### config.mk
export PLATFORM = sky130hd
export DESIGN_NAME = i2c_phase_master
export DESIGN_NICKNAME = d
export VERILOG_FILES = /design/src/rtl/i2c_phase_pkg.sv /design/src/rtl/i2c_phase_tick.sv /design/src/rtl/i2c_phase_dp.sv /design/src/rtl/i2c_phase_ctrl.sv /design/src/rtl/i2c_phase_master.sv
export SDC_FILE = /design/constraint.sdc
export NUM_CORES = 1
export LEC_CHECK = 0
export CORE_AREA = 2 2 127 129
export CTS_CLUSTER_SIZE = 20
export DETAILED_ROUTE_END_ITERATION = 16
export DIE_AREA = 0 0 129 131
export DONT_BUFFER_PORTS = 1
export HOLD_SLACK_MARGIN = 0.15
export PLACE_DENSITY_LB_ADDON = 0.05
export SYNTH_ARGS = -nofsm -noshare
export SYNTH_HDL_FRONTEND = slang
export SYNTH_SLANG_ARGS = --single-unit
export TNS_END_PERCENT = 30
### constraint.sdc
create_clock -name clk -period 2.7 [get_ports clk]
set_input_delay 0.405 -clock clk [delete_from_list [all_inputs] [get_ports clk]]
set_output_delay 0.405 -clock clk [all_outputs]
set_load 0.02 [all_outputs]
### src/rtl/i2c_phase_pkg.sv
package i2c_phase_pkg;
  localparam int MAX_BYTES = 4;
  localparam int BYTE_W    = 8;
  localparam int WORD_W    = MAX_BYTES * BYTE_W;
  localparam int CNT_W     = $clog2(MAX_BYTES + 1);
  localparam int IDX_W     = $clog2(MAX_BYTES);

  typedef enum logic [2:0] {
    ST_IDLE, ST_START, ST_BITS, ST_ACK, ST_STOP
  } state_t;

  typedef enum logic [1:0] {
    SEG_ADDR, SEG_CMD, SEG_DATA
  } seg_t;

  typedef struct packed {
    logic             capture;
    logic             load;
    seg_t             loadSeg;
    logic [IDX_W-1:0] loadIdx;
    logic             shift;
    logic             commit;
    logic [IDX_W-1:0] commitIdx;
  } dp_strobe_t;
endpackage

### src/rtl/i2c_phase_tick.sv
module i2c_phase_tick #(
  parameter int TICK_DIV = 128,
  parameter int PRE_W    = 8
) (
  input  logic             clk,
  input  logic             rstN,
  input  logic             run,
  input  logic [PRE_W-1:0] prescale,
  output logic             qTick
);
  localparam int BW = (TICK_DIV > 1) ? $clog2(TICK_DIV) : 1;

  logic [BW-1:0]    baseCnt;
  logic [PRE_W-1:0] preCnt;
  logic [PRE_W-1:0] effPre;
  logic             baseTick;

  assign effPre   = (prescale == '0) ? PRE_W'(1) : prescale;
  assign baseTick = run && (baseCnt == BW'(TICK_DIV - 1));
  assign qTick    = baseTick && (preCnt >= effPre);

  always_ff @(posedge clk) begin
    if (!rstN || !run) begin
      baseCnt <= '0;
      preCnt  <= '0;
    end else begin
      if (baseTick) baseCnt <= '0;
      else          baseCnt <= baseCnt + BW'(1);
      if (qTick)         preCnt <= '0;
      else if (baseTick) preCnt <= preCnt + PRE_W'(1);
    end
  end

  // quarter ticks are never back to back (prescale floor of 1)
  a_r1_tick_gap: assert property (@(posedge clk) disable iff (!rstN)
    qTick |=> !qTick);
endmodule

### src/rtl/i2c_phase_dp.sv
module i2c_phase_dp
  import i2c_phase_pkg::*;
(
  input  logic              clk,
  input  logic              rstN,
  input  dp_strobe_t        ctl,
  input  logic [6:0]        slaveAddr,
  input  logic              readMode,
  input  logic [WORD_W-1:0] cmdWord,
  input  logic [WORD_W-1:0] dataWord,
  input  logic              sdaIn,
  output logic              txBit,
  output logic [WORD_W-1:0] rdData
);
  logic [BYTE_W-1:0] addrByte;
  logic [WORD_W-1:0] cmdReg;
  logic [WORD_W-1:0] dataReg;
  logic [BYTE_W-1:0] shiftReg;
  logic [BYTE_W-1:0] selByte;

  always_comb begin
    unique case (ctl.loadSeg)
      SEG_ADDR: selByte = addrByte;
      SEG_CMD:  selByte = cmdReg[ctl.loadIdx*BYTE_W +: BYTE_W];
      default:  selByte = dataReg[ctl.loadIdx*BYTE_W +: BYTE_W];
    endcase
  end

  always_ff @(posedge clk) begin
    if (!rstN) begin
      addrByte <= '0;
      cmdReg   <= '0;
      dataReg  <= '0;
      shiftReg <= '0;
    end else begin
      if (ctl.capture) begin
        addrByte <= {slaveAddr, readMode};
        cmdReg   <= cmdWord;
        dataReg  <= dataWord;
      end
      if (ctl.load)       shiftReg <= selByte;
      else if (ctl.shift) shiftReg <= {shiftReg[BYTE_W-2:0], sdaIn};
    end
  end

  assign txBit = shiftReg[BYTE_W-1];

  for (genvar g = 0; g < MAX_BYTES; g++) begin : gLane
    logic [BYTE_W-1:0] lane;
    always_ff @(posedge clk) begin
      if (!rstN || ctl.capture)
        lane <= '0;
      else if (ctl.commit && ctl.commitIdx == IDX_W'(g))
        lane <= shiftReg;
    end
    assign rdData[g*BYTE_W +: BYTE_W] = lane;
  end

  // an accepted start leaves the read word empty
  a_r5_clear_on_start: assert property (@(posedge clk) disable iff (!rstN)
    ctl.capture |=> rdData == '0);
  // a byte is never stored in the same cycle a new one is loaded
  a_r5_commit_excl: assert property (@(posedge clk) disable iff (!rstN)
    ctl.commit |-> !ctl.load && !ctl.shift);
endmodule

### src/rtl/i2c_phase_ctrl.sv
module i2c_phase_ctrl
  import i2c_phase_pkg::*;
(
  input  logic             clk,
  input  logic             rstN,
  input  logic             qTick,
  input  logic             startPulse,
  input  logic             readMode,
  input  logic [CNT_W-1:0] cmdCount,
  input  logic [CNT_W-1:0] dataCount,
  input  logic             sdaIn,
  input  logic             txBit,
  output logic             run,
  output dp_strobe_t       ctl,
  output logic             sclOe,
  output logic             sdaOe,
  output logic             busy,
  output logic             done,
  output logic             nack
);
  state_t           state, stateNx;
  seg_t             seg, segNx;
  logic [1:0]       qPh;
  logic [2:0]       bitCnt;
  logic [IDX_W-1:0] idx, idxNx;
  logic [CNT_W-1:0] cmdN, dataN;
  logic             rdMode, hasNext, rxBits, accept;
  logic             sdaHold, sdaHoldNx, ackNack;
  logic             sclLvl, sdaLvl, newRx;

  function automatic logic [CNT_W-1:0] clampCnt(input logic [CNT_W-1:0] c);
    return (c > CNT_W'(MAX_BYTES)) ? CNT_W'(MAX_BYTES) : c;
  endfunction

  assign accept = startPulse && (state == ST_IDLE);
  assign busy   = (state != ST_IDLE);
  assign run    = busy;
  assign rxBits = rdMode && (seg == SEG_DATA);

  // which byte follows the current one
  always_comb begin
    hasNext = 1'b0;
    segNx   = SEG_DATA;
    idxNx   = '0;
    unique case (seg)
      SEG_ADDR: begin
        if (cmdN != '0) begin
          hasNext = 1'b1;
          segNx   = SEG_CMD;
        end else if (dataN != '0) begin
          hasNext = 1'b1;
        end
      end
      SEG_CMD: begin
        if ((CNT_W'(idx) + CNT_W'(1)) < cmdN) begin
          hasNext = 1'b1;
          segNx   = SEG_CMD;
          idxNx   = idx + IDX_W'(1);
        end else if (dataN != '0) begin
          hasNext = 1'b1;
        end
      end
      default: begin
        if ((CNT_W'(idx) + CNT_W'(1)) < dataN) begin
          hasNext = 1'b1;
          idxNx   = idx + IDX_W'(1);
        end
      end
    endcase
  end

  // slot sequencing, evaluated at the end of quarter 3
  always_comb begin
    stateNx = state;
    unique case (state)
      ST_START: stateNx = ST_BITS;
      ST_BITS:  stateNx = (bitCnt == 3'd0) ? ST_ACK : ST_BITS;
      ST_ACK:   stateNx = (ackNack || !hasNext) ? ST_STOP : ST_BITS;
      ST_STOP:  stateNx = ST_IDLE;
      default:  stateNx = state;
    endcase
  end

  // SDA level held for the whole of the next slot
  always_comb begin
    newRx     = (state == ST_ACK) ? (rdMode && segNx == SEG_DATA) : rxBits;
    sdaHoldNx = 1'b1;
    if (stateNx == ST_BITS)     sdaHoldNx = newRx ? 1'b1 : txBit;
    else if (stateNx == ST_ACK) sdaHoldNx = rxBits ? !hasNext : 1'b1;
  end

  // bus levels for the current quarter
  always_comb begin
    sclLvl = 1'b1;
    sdaLvl = 1'b1;
    unique case (state)
      ST_START: begin
        sclLvl = (qPh != 2'd3);
        sdaLvl = (qPh < 2'd2);
      end
      ST_BITS, ST_ACK: begin
        sclLvl = (qPh == 2'd1) || (qPh == 2'd2);
        sdaLvl = sdaHold;
      end
      ST_STOP: begin
        sclLvl = (qPh != 2'd0);
        sdaLvl = (qPh >= 2'd2);
      end
      default: ;
    endcase
  end

  // strobes to the datapath
  always_comb begin
    ctl           = '0;
    ctl.capture   = accept;
    ctl.load      = qTick && (qPh == 2'd2) &&
                    ((state == ST_START) || (state == ST_ACK && hasNext));
    ctl.loadSeg   = (state == ST_START) ? SEG_ADDR : segNx;
    ctl.loadIdx   = (state == ST_START) ? '0 : idxNx;
    ctl.shift     = qTick && (qPh == 2'd2) && (state == ST_BITS);
    ctl.commit    = qTick && (qPh == 2'd1) && (state == ST_ACK) && rxBits;
    ctl.commitIdx = idx;
  end

  always_ff @(posedge clk) begin
    if (!rstN) begin
      state   <= ST_IDLE;
      seg     <= SEG_ADDR;
      qPh     <= '0;
      bitCnt  <= '0;
      idx     <= '0;
      cmdN    <= '0;
      dataN   <= '0;
      rdMode  <= 1'b0;
      sdaHold <= 1'b1;
      ackNack <= 1'b0;
      nack    <= 1'b0;
      done    <= 1'b0;
      sclOe   <= 1'b0;
      sdaOe   <= 1'b0;
    end else begin
      done <= 1'b0;
      if (accept) begin
        state   <= ST_START;
        qPh     <= '0;
        seg     <= SEG_ADDR;
        idx     <= '0;
        cmdN    <= clampCnt(cmdCount);
        dataN   <= clampCnt(dataCount);
        rdMode  <= readMode;
        nack    <= 1'b0;
        ackNack <= 1'b0;
      end else if (qTick) begin
        qPh <= qPh + 2'd1;
        if (qPh == 2'd2 && state == ST_ACK) begin
          if (rxBits) ackNack <= 1'b0;
          else begin
            ackNack <= sdaIn;
            if (sdaIn) nack <= 1'b1;
          end
        end
        if (qPh == 2'd3) begin
          state   <= stateNx;
          sdaHold <= sdaHoldNx;
          unique case (state)
            ST_START: bitCnt <= 3'd7;
            ST_BITS:  if (bitCnt != 3'd0) bitCnt <= bitCnt - 3'd1;
            ST_ACK: if (stateNx == ST_BITS) begin
              seg    <= segNx;
              idx    <= idxNx;
              bitCnt <= 3'd7;
            end
            ST_STOP:  done <= 1'b1;
            default: ;
          endcase
        end
      end
      sclOe <= !sclLvl;
      sdaOe <= !sdaLvl;
    end
  end

  // with SCL high on both sides, SDA moves only in START or STOP
  a_r8_sda_edge: assert property (@(posedge clk) disable iff (!rstN)
    (sdaOe != $past(sdaOe)) && !sclOe && !$past(sclOe)
      |-> ($past(state) == ST_START || $past(state) == ST_STOP));
  // done only once the block is idle again
  a_r9_done_idle: assert property (@(posedge clk) disable iff (!rstN)
    done |-> !busy);
  // busy never falls without the done pulse
  a_r9_busy_fall: assert property (@(posedge clk) disable iff (!rstN)
    $fell(busy) |-> done);
  // the bus is released when a transaction ends
  a_r8_released: assert property (@(posedge clk) disable iff (!rstN)
    $fell(busy) |-> !sdaOe && !sclOe);
  // nack holds until a new start is accepted
  a_r7_nack_sticky: assert property (@(posedge clk) disable iff (!rstN)
    nack && !(startPulse && !busy) |=> nack);
endmodule

### src/rtl/i2c_phase_master.sv
module i2c_phase_master
  import i2c_phase_pkg::*;
#(
  parameter int TICK_DIV = 128,
  parameter int PRE_W    = 8
) (
  input  logic              clk,
  input  logic              rstN,
  input  logic              startPulse,
  input  logic              readMode,
  input  logic [6:0]        slaveAddr,
  input  logic [WORD_W-1:0] cmdWord,
  input  logic [CNT_W-1:0]  cmdCount,
  input  logic [WORD_W-1:0] dataWord,
  input  logic [CNT_W-1:0]  dataCount,
  input  logic [PRE_W-1:0]  prescale,
  input  logic              sdaIn,
  output logic              sdaOe,
  output logic              sclOe,
  output logic [WORD_W-1:0] rdData,
  output logic              busy,
  output logic              done,
  output logic              nack
);
  logic       run, qTick, txBit;
  dp_strobe_t ctl;

  i2c_phase_tick #(.TICK_DIV(TICK_DIV), .PRE_W(PRE_W)) uTick (
    .clk(clk), .rstN(rstN), .run(run), .prescale(prescale), .qTick(qTick)
  );

  i2c_phase_ctrl uCtrl (
    .clk(clk), .rstN(rstN), .qTick(qTick), .startPulse(startPulse),
    .readMode(readMode), .cmdCount(cmdCount), .dataCount(dataCount),
    .sdaIn(sdaIn), .txBit(txBit), .run(run), .ctl(ctl),
    .sclOe(sclOe), .sdaOe(sdaOe), .busy(busy), .done(done), .nack(nack)
  );

  i2c_phase_dp uDp (
    .clk(clk), .rstN(rstN), .ctl(ctl), .slaveAddr(slaveAddr),
    .readMode(readMode), .cmdWord(cmdWord), .dataWord(dataWord),
    .sdaIn(sdaIn), .txBit(txBit), .rdData(rdData)
  );
endmodule

## Word-level counts from Yosys, hierarchy flattened

Index checks and enable logic that the tools add are counted.

| cells by class | value |
|---|---|
| add/sub/neg operators | 6 |
| order comparisons | 7 |
| equality and inequality tests | 20 |
| shift-type cells | 2 |
| muxes and demuxes | 37 |
| bitwise operators | 5 |
| reduce and logical (&&, ||, !) cells | 54 |

Operator list:

| cell | count |
|---|---|
| $shiftx 32x6->8 | 2 |
| $mux 8 | 3 |
| $logic_and 1x1->1 | 17 |
| $pmux 8 s2 | 1 |
| $mux 1 | 15 |
| $mux 3 | 5 |
| $reduce_bool 3->1 | 5 |
| $eq 2x2->1 const B | 6 |
| $eq 3x2->1 const B | 4 |
| $mux 2 | 6 |
| $pmux 3 s4 | 1 |
| $pmux 3 s3 | 1 |
| $add 8x1->8 const B | 1 |
| $eq 2x1->1 const B | 4 |
| $ge 8x8->1 | 1 |
| $logic_not 8->1 | 1 |
| $pmux 2 s2 | 2 |
| $reduce_and 4->1 | 2 |
| $reduce_bool 2->1 | 4 |
| $reduce_or 2->1 | 4 |
| $add 7x1->7 const B | 1 |
| $eq 7x7->1 const B | 1 |
| $gt 3x3->1 const B | 2 |
| $logic_not 2->1 | 3 |
| 19 further kinds | 39 |

| storage, ports and cells | value |
|---|---|
| register bits | 152 |
| input bits | 90 |
| output and inout bits | 37 |

## Longest topological paths before layout

| depth | value |
|---|---|
| word-level depth | 11 |
| mapped depth | 12 |
| mapped depth without buffers | 10 |

## Cells and area by module

Synthesis repeated with hierarchy kept, for this count alone.

| second synthesis, totals | value |
|---|---|
| cells, all modules | 772 |
| area total of the unflattened synthesis | 7289.5 µm² |

By module, submodules not included:

| module | times used | cells an instance | area an instance (µm²) | sequential area each (µm²) |
|---|---|---|---|---|
| i2c_phase_dp | 1 | 473 | 4820.9 | 2242.2 |
| i2c_phase_ctrl | 1 | 191 | 1536.5 | 500.5 |
| i2c_phase_tick | 1 | 108 | 932.1 | 300.3 |

## Worst setup path before layout

No wires, ideal clock.

| timing path | value |
|---|---|
| path type | register to register |
| start point | reg uCtrl.idx[0] |
| end point | reg uDp.shiftReg[0] |
| arrival | 2.808 ns |
| slack | -0.233 ns |
| stages on the path, launching flop included | 13 |
| path buffers | 2 |
| clock period less this slack | 2.933 ns |
| cells stage by stage | dfxtp_1 > buf_4 > inv_1 > ha_1 > ha_1 > a21boi_2 > nor4b_2 > o32ai_2 > or3_1 > buf_4 > mux2i_1 > a221o_1 > o2bb2ai_1 |

| between the ends | value |
|---|---|
| longest elaborated chain between the ends | 8 |
| elaborated cells between the ends (all ways) | 24 |
| those cells by class | add/sub (2); order compare (2); eq/ne (1); shift (2); mux (12); reduce/logical (5) |

Ends and longest elaborated chain:

| what | line | text |
|---|---|---|
| from (decl) | i2c_phase_ctrl.sv:25 | `logic [IDX_W-1:0] idx, idxNx;` |
| from (signal assigned) | i2c_phase_ctrl.sv:171 | `idx <= idxNx;` |
| $add 2x1->3 | i2c_phase_ctrl.sv:55, i2c_phase_ctrl.sv:64 |  |
| $lt 3x3->1, on equally long branches | i2c_phase_ctrl.sv:64, i2c_phase_ctrl.sv:55 |  |
| $mux 2, or another cell as far along | i2c_phase_ctrl.sv:64 | `if ((CNT_W'(idx) + CNT_W'(1)) < dataN) begin` |
| $pmux 2 s2 / $pmux 1 s2 (equally long branches) | i2c_phase_ctrl.sv:45 | `unique case (seg)` |
| $mux 2, or another cell as far along | i2c_phase_ctrl.sv:120 | `ctl.loadIdx = (state == ST_START) ? '0 : idxNx;` |
| $shiftx 32x6->8, or another cell as far along | i2c_phase_dp.sv:25 | `default: selByte = dataReg[ctl.loadIdx*BYTE_W +: BYTE_W];` |
| $pmux 8 s2 / $logic_and 1x1->1 (equally long branches) | i2c_phase_dp.sv:22, i2c_phase_ctrl.sv:117 |  |
| $mux 8 / $reduce_bool 2->1 (equally long branches) | - |  |
| to (signal assigned) | i2c_phase_dp.sv:41 | `if (ctl.load) shiftReg <= selByte;` |
| to (signal assigned) | i2c_phase_dp.sv:42 | `else if (ctl.shift) shiftReg <= {shiftReg[BYTE_W-2:0], sdaIn};` |
| to (decl) | i2c_phase_dp.sv:18 | `logic [BYTE_W-1:0] shiftReg;` |

Several ways; a longest one is shown, not always the timed one.
A chain may end at the register's enable or synchronous reset.

## Worst setup path after layout

| timing path | value |
|---|---|
| start point | reg uCtrl.idx[1] |
| end point | reg uDp.shiftReg[0] |

The elaborated chain is that of the path after synthesis.

==> summary by stage <==
Setup path
The worst register-to-register path begins at uCtrl.idx[1]$_SDFFE_PP0P_. In this run the worst setup path begins at uCtrl.idx[1]$_SDFFE_PP0P_. The depth of the worst register-to-register path is 13. Of all nets on the critical path, the largest fanout is 8. The endpoint identified for the worst register-to-register timing path is uDp.shiftReg[0]$_SDFFE_PN0P_. The worst reg-to-reg setup slack is -20 ps. The kind of start point of the critical path is a flip-flop. The type of the worst setup path is flip-flop to flip-flop. STA classifies the critical path endpoint as a flip-flop. STA puts the critical path data required time at 3000 ps. The end of the critical path is uDp.shiftReg[0]$_SDFFE_PN0P_. The arrival time of the worst setup path is 3020 ps.

Timing
The worst clock skew is 7.534 ps. The number of max-slew violations in the final report is 0. In the finished design, the share of the clock period the worst path needs comes to 100.7%. Setup repair after global routing could not meet its margin everywhere.

The maximum clock frequency is 367.8 MHz. The final number of hold-violating endpoints is 0. Measured against its own limit, the worst slew margin works out to 58.37%. The slew at the pin closest to its max-slew limit is 624.4 ps. Across all setup checks in the final design, the least slack found is -18.78 ps. Counting I/O delays and the setup requirement, the final critical path takes 2719 ps.

The number of endpoints failing setup at the final stage is 4.

Drt
The DRC violation total after the first TritonRoute iteration is 323. The final routed wirelength across all metal layers is 19.01 mm. After detailed routing, the average wire length per cell comes to 16.56 um.

The number of vias per cell is 5.317. The via total after detailed routing is 6104. The remaining antenna violation count is 0. The first detailed-routing pass took 4 iterations.

After detailed routing, the number of remaining DRC violations is 0.

Finish
The most common library cell in the layout ignoring fill and taps is sky130_fd_sc_hd__nand2_1. The final non-filler cell area is 9040 sq um. The share of post-route cells with drive strength above 1 is 14.48%. The number of fillers in the final layout is 1409. The library cells used most frequently in the layout, excluding fill and tap cells, are sky130_fd_sc_hd__nand2_1 (177), sky130_fd_sc_hd__dfxtp_1 (149), sky130_fd_sc_hd__a21oi_1 (92).

The number of diodes is 0. At the end of the flow the core is filled with cells to 57.96%. Relative to the synthesized area, the layout overhead comes to 30.86%. At the end of the flow, the number of nets in the layout was 1035.

Clock network
Counting along the longest clock path gives a buffer depth of 2. The clock transition time at the flip-flop clock pins of the worst setup and hold paths is 60 ps. Clock tree synthesis inserted a total of 17 buffers. TritonCTS built the clock tree. Clock latency on the worst-skew pair, taken at its later pin, is 430 ps. CTS built an H-tree with a depth of 4. CTS placed an instance of sky130_fd_sc_hd__clkbuf_16 at the clock tree root. The total number of clock tree sinks is 151.

Floorplan
During I/O placement, the number of pins put on the boundary was 127. The floorplan has 46 rows. The chip width is 129 um.

The floorplan step set the die height to 131 um. The initial utilization of the core area, before any placement, comes to 44.29%. The floorplan die area is 16900 sq um. The total area inside the core boundary comes to 15600 sq um.

GRT
The number of global-route vias before repair is 5886. The first global-routing pass estimated 29.30 mm of wire. Entering global routing, the biggest net connects 79 pins.

The number of antenna violations at the first check in global routing is 0. The total overflow reported by the global router is 0. Global routing used 22.35% of the available tracks.

Placed design
Once placement finished, the instance area stood at 7513 sq um. The number of port buffers is 0. The global placer's final weighted congestion is 0.8856.

The HPWL after detailed placement is 13.18 mm.

Yosys
Dividing the synthesized area by the synthesized cell count gives 8.445 sq um. The netlist uses 68 different library cells. Counting flops with an async set or reset pin after synthesis yields a share of 0%.

The net count of the mapped netlist is 931. In this run the biggest area consumer among cell types represents 43.76% of the synthesized area. The area of the mapped netlist is 6908 sq um. The synthesized flop and latch total is 151. The largest total area in the synthesized netlist belongs to sky130_fd_sc_hd__dfxtp_1. Summing the sequential cell areas from Yosys gives 43.76% of the chip area. The number of flops mapped to enable cells by yosys is 0.

The most used flip-flop cell after synthesis is sky130_fd_sc_hd__dfxtp_1. Sorting the synthesized cells by area gives the leading types as sky130_fd_sc_hd__dfxtp_1 (44%), sky130_fd_sc_hd__nand2_1 (9.7%), sky130_fd_sc_hd__mux2i_1 (8.5%), sky130_fd_sc_hd__a21oi_1 (7.0%), sky130_fd_sc_hd__nor2_1 (4.2%). The total number of yosys warnings is 0. The number of instances in the synthesized netlist is 818.

Status
The run finished, with violations left. The checks that failed: negative setup slack.

Hold path
The class of the tightest hold or removal check is input pin to flip-flop.

Job
The max-capacitance violation count is 0.

Pwr
In this run the static leakage power is 0.003658 uW. In this run the power density over the cells is 574.6 nW/um^2. The peak ir drop on the vdd network is 0.4181 mV.
metrics by stage:
stage	setup WS, ps	hold slack [ps]	total power [uW]	std cells	TNS [ps]
floorplan	-47.96	417.6	2675	818	-287.7
global placement	-147.3	429.5	2812	1040	-475.2
CTS	-37.02	150.1	5217	1146	-102.9
detailed placement	-166.9	437.4	2823	1040	-654.5
finish	-18.78	158.6	5194	1148	-30.68
global route	-116.3	154.8	5392	1148	-671.4
worst max-delay path, stage by stage (launching register included):
cell,delay [ps]
sky130_fd_sc_hd__dfxtp_2,330
sky130_fd_sc_hd__inv_2,50
sky130_fd_sc_hd__ha_4,250
sky130_fd_sc_hd__ha_4,260
sky130_fd_sc_hd__a21boi_4,240
sky130_fd_sc_hd__nor4_4,70
sky130_fd_sc_hd__buf_4,170
sky130_fd_sc_hd__o21ai_4,140
sky130_fd_sc_hd__buf_12,170
sky130_fd_sc_hd__buf_4,120
sky130_fd_sc_hd__mux2i_1,230
sky130_fd_sc_hd__mux2i_1,120
sky130_fd_sc_hd__a221o_1,330
sky130_fd_sc_hd__o2bb2ai_1,120
flip-flops by register name (all words and copies together) (netlist names), 7 cells and up:
signal,cells
uDp.addrByte,8
uDp.cmdReg,32
uDp.dataReg,32
uDp.gLane.lane,32
uDp.shiftReg,8
uTick.baseCnt,7
uTick.preCnt,8
synth_stat cells, types with 2 or more instances:
library cell and count:
sky130_fd_sc_hd__or4_1 2, sky130_fd_sc_hd__mux2i_1 59, sky130_fd_sc_hd__nor4_1 4, sky130_fd_sc_hd__a22oi_1 7
sky130_fd_sc_hd__nand3_2 2, sky130_fd_sc_hd__o2bb2ai_1 6, sky130_fd_sc_hd__inv_1 26, sky130_fd_sc_hd__clkbuf_1 37
sky130_fd_sc_hd__ha_1 23, sky130_fd_sc_hd__a311oi_1 3, sky130_fd_sc_hd__a21boi_0 6, sky130_fd_sc_hd__nor2b_1 3
sky130_fd_sc_hd__buf_1 2, sky130_fd_sc_hd__xor2_1 7, sky130_fd_sc_hd__or2_2 2, sky130_fd_sc_hd__mux2_2 3
sky130_fd_sc_hd__o22ai_1 8, sky130_fd_sc_hd__nand2b_1 5, sky130_fd_sc_hd__o21ai_0 11, sky130_fd_sc_hd__a31oi_1 2
sky130_fd_sc_hd__o2111a_1 2, sky130_fd_sc_hd__a21oi_1 96, sky130_fd_sc_hd__nand3b_1 5, sky130_fd_sc_hd__nand3_1 11
sky130_fd_sc_hd__dfxtp_1 151, sky130_fd_sc_hd__nor3_1 8, sky130_fd_sc_hd__a221oi_1 7, sky130_fd_sc_hd__nand4_1 4
sky130_fd_sc_hd__a211oi_1 3, sky130_fd_sc_hd__nand2_1 178, sky130_fd_sc_hd__a221o_1 6, sky130_fd_sc_hd__and3_1 3
sky130_fd_sc_hd__xnor2_1 6, sky130_fd_sc_hd__o211ai_1 3, sky130_fd_sc_hd__or3_1 5, sky130_fd_sc_hd__buf_4 4
sky130_fd_sc_hd__nor2_1 77
worst min path at each step:
stage	slack, ps	endpoint	cells after the start	from
after global routing	150	uCtrl.cmdN[1]$_SDFFE_PN0P_	2	cmdCount[1]
after CTS	150	uCtrl.dataN[1]$_SDFFE_PN0P_	2	dataCount[1]
final	160	uCtrl.cmdN[1]$_SDFFE_PN0P_	2	cmdCount[1]
after global placement	430	uTick.baseCnt[0]$_SDFF_PP0_	1	uTick.baseCnt[0]$_SDFF_PP0_
after detailed placement	440	uTick.baseCnt[0]$_SDFF_PP0_	1	uTick.baseCnt[0]$_SDFF_PP0_
after floorplan	420	uTick.baseCnt[0]$_SDFF_PP0_	1	uTick.baseCnt[0]$_SDFF_PP0_
cells by family (layout without fill, tap and decap cells):
family | count (synthesis) | in the layout | share of synthesized area [%]
simple gates | 321 | 322 | 20.41
compound gates | 177 | 177 | 16.72
flops | 151 | 151 | 43.76
buf+inv | 71 | 184 | 4.256
mux | 62 | 62 | 9.038
fa+ha+maj | 23 | 23 | 4.166
xor+xnor | 13 | 13 | 1.648
cell type report:
cell class / count / area (sq um) / area share [%]
inverter: 26 / 100.1 / 1.107
clock buffer: 21 / 460.4 / 5.093
sequential: 151 / 3025 / 33.47
tap: 216 / 270.3 / 2.990
timing repair buffer: 129 / 1256 / 13.90
multi-input combinational: 597 / 3826 / 42.33
clock inverter: 8 / 101.3 / 1.121
power breakdown:
part           internal, uW  leakage, uW  switching [uW]
logic                   260      0.00216             293
registers              2300      0.00123            49.7
clock network          1390     0.000267             901
layer usage:
metal / share of wire (%) / global-route usage [%] / vias up
met2: 50 / 38.87 / 149
met3: 3.7 / 4.886 / 30
met4: 2.6 / 8.568 / 0
met5: 0 / 0 / -
met1: 44 / 27.14 / 2896
li1: - / - / 3029
timing repair:
item,in CTS,in global routing
gates resized for setup,15,25
endpoints found under the setup margin,7,14
buffers inserted,3,2
endpoints found under the hold margin,77,1
hold buffers,74,1
gates cloned,0,1
pin swaps,4,6
Power figures use the tool's default switching activity.
